<file path="src/rtl/scr_pkg.sv">
package scr_pkg;
    localparam int unsigned LFSR_W = 7;
    localparam int unsigned TAP_HI = 7;
    localparam int unsigned TAP_LO = 4;

    typedef logic [LFSR_W-1:0] lfsr_t;

    typedef struct packed {
        lfsr_t state;
        logic  vld;
        logic  dat;
        logic  pn;
    } scr_reg_t;
endpackage

</file>
<file path="src/rtl/scr_seed_fix.sv">
module scr_seed_fix #(
    parameter int unsigned WIDTH = 7
) (
    input  logic [WIDTH-1:0] seed_in,
    output logic [WIDTH-1:0] seed_out
);
    localparam logic [WIDTH-1:0] ALL_ONES = '1;

    always_comb begin
        if (seed_in == '0) begin
            seed_out = ALL_ONES;
        end else begin
            seed_out = seed_in;
        end
    end
endmodule

</file>
<file path="src/rtl/scr_lfsr_step.sv">
module scr_lfsr_step #(
    parameter int unsigned WIDTH = 7,
    parameter int unsigned TAP_A = 7,
    parameter int unsigned TAP_B = 4
) (
    input  logic [WIDTH-1:0] cur,
    output logic [WIDTH-1:0] nxt,
    output logic             fb
);
    localparam int unsigned IA = TAP_A - 1;
    localparam int unsigned IB = TAP_B - 1;

    assign fb     = cur[IA] ^ cur[IB];
    assign nxt[0] = fb;

    for (genvar k = 1; k < WIDTH; k++) begin : g_shift
        assign nxt[k] = cur[k-1];
    end
endmodule

</file>
<file path="src/rtl/scr_additive.sv">
module scr_additive
    import scr_pkg::*;
#(
    parameter int unsigned WIDTH = LFSR_W,
    parameter int unsigned TAP_A = TAP_HI,
    parameter int unsigned TAP_B = TAP_LO
) (
    input  logic             clk,
    input  logic             rst,
    input  logic             in_valid,
    input  logic             in_data,
    input  logic             sof,
    input  logic [WIDTH-1:0] seed,
    output logic             out_valid,
    output logic             out_data,
    output logic             pn_bit
);
    localparam logic [WIDTH-1:0] RESET_STATE = '1;

    typedef struct packed {
        logic [WIDTH-1:0] state;
        logic             vld;
        logic             dat;
        logic             pn;
    } reg_t;

    reg_t r_d, r_q;

    logic [WIDTH-1:0] seed_ok;
    logic [WIDTH-1:0] base;
    logic [WIDTH-1:0] stepped;
    logic             fb;
    logic [WIDTH-1:0] state_q;

    scr_seed_fix #(.WIDTH(WIDTH)) u_seed (
        .seed_in  (seed),
        .seed_out (seed_ok)
    );

    assign base = sof ? seed_ok : r_q.state;

    scr_lfsr_step #(.WIDTH(WIDTH), .TAP_A(TAP_A), .TAP_B(TAP_B)) u_step (
        .cur (base),
        .nxt (stepped),
        .fb  (fb)
    );

    always_comb begin
        r_d       = r_q;
        r_d.state = base;
        r_d.vld   = in_valid;
        if (in_valid) begin
            r_d.state = stepped;
            r_d.dat   = in_data ^ fb;
            r_d.pn    = fb;
        end
    end

    always_ff @(posedge clk) begin
        if (rst) begin
            r_q.state <= RESET_STATE;
            r_q.vld   <= 1'b0;
            r_q.dat   <= 1'b0;
            r_q.pn    <= 1'b0;
        end else begin
            r_q <= r_d;
        end
    end

    assign state_q   = r_q.state;
    assign out_valid = r_q.vld;
    assign out_data  = r_q.dat;
    assign pn_bit    = r_q.pn;
endmodule

</file>
<file path="config.mk">
export PLATFORM = sky130hd
export DESIGN_NAME = scr_additive
export DESIGN_NICKNAME = d
export VERILOG_FILES = /design/src/rtl/scr_pkg.sv /design/src/rtl/scr_seed_fix.sv /design/src/rtl/scr_lfsr_step.sv /design/src/rtl/scr_additive.sv
export SDC_FILE = /design/constraint.sdc
export NUM_CORES = 1
export LEC_CHECK = 0
export ABC_AREA = 1
export BUFFER_PORTS_ARGS = -buffer_cell sky130_fd_sc_hd__buf_2
export CAP_MARGIN = 20
export CORE_UTILIZATION = 35
export CTS_CLUSTER_SIZE = 14
export DETAILED_ROUTE_END_ITERATION = 8
export PLACE_DENSITY = 0.68
export SYNTH_ARGS = -nofsm -noshare
export SYNTH_HDL_FRONTEND = slang
export SYNTH_SLANG_ARGS = --single-unit
</file>
<file path="constraint.sdc">
create_clock -name clk -period 1.67 [get_ports clk]
set_clock_uncertainty 0.1 [all_clocks]
set_input_delay 0.334 -clock clk [delete_from_list [all_inputs] [get_ports clk]]
set_output_delay 0.334 -clock clk [all_outputs]
set_load 0.1 [all_outputs]
</file>
==> flow_summary.json <==
{
  "io_buffers": 14,
  "cp-endpoint": "pn_bit",
  "cts_max_level": 1,
  "syn2layout_area_growth_pct": 24.2,
  "cp_max_fo": 2,
  "antenna_found_initial": 0,
  "synthCells": 72,
  "n_antenna_cell": 0,
  "synthSimpleGateAreaFrac_pct": 33.8,
  "firstDrtPassIters": 4,
  "leakage_nw": 0.296,
  "nFillCells": 131,
  "grt_max_degree": 11,
  "rr_endpoint": "out_data",
  "synth-edff-count": 0,
  "core_um2": 1320,
  "yosys.cell_count.top_type": "nor2_1",
  "synthAdderAreaFrac_pct": 0,
  "synth_cell_types": 15,
  "holdCritStartpoint": "rst",
  "netlist_top_cells_area": "dfxtp_1 40%, nor2_1 12%, a22oi_1 9.0%, nand2_1 9.0%, inv_1 6.0%",
  "max_freq_mhz": 693,
  "utilization_pct": 47.2,
  "post-dp-hpwl_um": 730,
  "ys_seq_area_share_pct": 40.0,
  "arrival_ps": 1010,
  "critPathBufInv": 1,
  "viasPerCell": 4.64,
  "holdBufCountCts": 0,
  "wirelength_um": 951,
  "tritoncts": "built",
  "hold_path.class": "primary input to register",
  "synth_compound_area_share_pct": 18.5,
  "gp_congestion": 0.706,
  "fin_ws_ps": 228,
  "place_worst_setup_slack_ps": 245,
  "min_period_ps": 1440,
  "ys_ff_latch": 10,
  "cp_top_family": "buffers and inverters",
  "grt_pass1_wl_mm": 1.49,
  "crit_type": "register to output port",
  "regToRegSetupSlack_ps": 620,
  "startpoint": "pn_bit",
  "root_buffer": "clkbuf_4",
  "ir_worst_vdd_mv": 0.431,
  "rsz0062_at_grt": "false",
  "drive_above_1_share_pct": 31.1,
  "synth_top_area_cell": "dfxtp_1",
  "slew_headroom_pct": 68.1,
  "clkTransAtPathRegs_ps": 60,
  "synth_area_um2": 500,
  "synthArstFlopShare_pct": 0,
  "nets": 104,
  "setup_tns_ps": 0,
  "synth_xor_area_share_pct": 0,
  "grt_pass1_vias": 405,
  "status": "complete, no violations",
  "first_iter_violations": 7,
  "cp_slowest_cell": "buf_2",
  "endpoint_kind": "output port",
  "hold_ws_ps": 164,
  "routed-via-count": 487,
  "synth_ff_type": "dfxtp_1",
  "yosys_warnings": 0,
  "cts.sinks": 10,
  "reg2reg_from": "state_q[3]",
  "synthTopCellsByCount": "16 x nor2_1, 12 x nand2_1, 10 x dfxtp_1",
  "dieHeight_um": 39.8,
  "path_depth": 1,
  "cts_buffers": 3,
  "yosysTopAreaCellShare_pct": 40.0,
  "max_stage_delay_ps": 430,
  "post-cts-setup-buffers": 0,
  "synth_top_family_by_area": "simple AND/OR/NAND/NOR gates",
  "antenna_left": 0,
  "drc": 0,
  "p_per_area_nw_per_um2": 876,
  "grt-ovfl-total": 0,
  "synthMuxAreaShare_pct": 0,
  "initial_core_util_pct": 38.0,
  "synth_fp_nets": 84,
  "setup_viol": 0,
  "fin_crit_sh_pct": 86.4,
  "clockBufferDepth": 2,
  "dieArea_um2": 1590,
  "r2r.worst_path.cells": 6,
  "tightest_slew_ps": 483,
  "slew_viol_final": 0,
  "worstPathRequired_ps": 1240,
  "finalHoldViolations": 0,
  "grtUsageTotal_pct": 14.7,
  "worstPathCellList": "buf_2",
  "cp-start-kind": "register",
  "fp.dieW_um": 39.8,
  "synth.avg_cell_area_um2": 6.95,
  "cap_violations": 0,
  "cts_resized": 0,
  "num_rows": 13,
  "wire_per_inst_um": 9.06,
  "clk_latency_ps": 250,
  "pin_count": 15
}
-- power breakdown --
part           switching (mW)  internal (mW)
sequential            0.00481          0.256
combinational          0.0922         0.0395
clock                  0.0692         0.0825
-- how the worst min path moves through the flow --
| stage | cells after the start | slack (ps) | endpoint |
|---|---|---|---|
| 2_1_floorplan | 2 | 370 | out_data |
| 4_1_cts | 2 | 150 | out_valid |
| 3_5_place_dp | 2 | 350 | pn_bit |
| 5_1_grt | 2 | 140 | out_valid |
| 3_3_place_gp | 2 | 340 | pn_bit |
| 6_report | 2 | 160 | out_valid |
-- state kept, by name (all words and copies together) (netlist names) --
name	cells
pn_bit	1
state_q	7
out_data	1
out_valid	1
-- per-stage QoR --
step	cells	total power [mW]	instance area [um2]
6_report	105	0.544	622
3_5_place_dp	102	0.398	599
3_3_place_gp	102	0.397	599
5_1_grt	105	0.579	622
2_1_floorplan	72	0.362	500
4_1_cts	105	0.554	622
-- cells in the final DEF (no fill, tap or decap) --
cell type	count
nor2_2	3
dfxtp_1	10
nor2_1	16
buf_2	14
a22oi_2	1
nand3_2	1
nand2_1	12
clkbuf_4	3
nand2_2	3
o21ai_1	3
inv_1	8
o21ai_0	4
nand3_1	2
nand4_1	1
buf_4	2
inv_2	1
a22oi_1	6
-- routing by layer --
metal | global-route usage [%] | wire length, um | share of wire [%]
met1 | 16.4 | 483 | 51
met2 | 23.0 | 395 | 42
met3 | 5.11 | 64 | 6.7
met4 | 10.3 | 8 | 0.84
met5 | 0 | 0 | 0
-- cell families (layout without fill, tap and decap cells) --
family                 count (synthesis)  after routing
AOI/OAI and AO/OA                     14             14
buffers and inverters                 10             28
DFF                                   10             10
and+or+nand+nor                       38             38
-- layout make-up --
type                    count  area, um2  share of cell area, %
clock buffers               3       22.5                   3.62
multi-input cells          52        262                   42.1
inverters                   9       33.8                   5.43
repair buffers             16       85.1                   13.7
flip-flops and latches     10        200                   32.2
well taps                  15       18.8                   3.02
No activity file was read; power rests on OpenSTA's default activity.
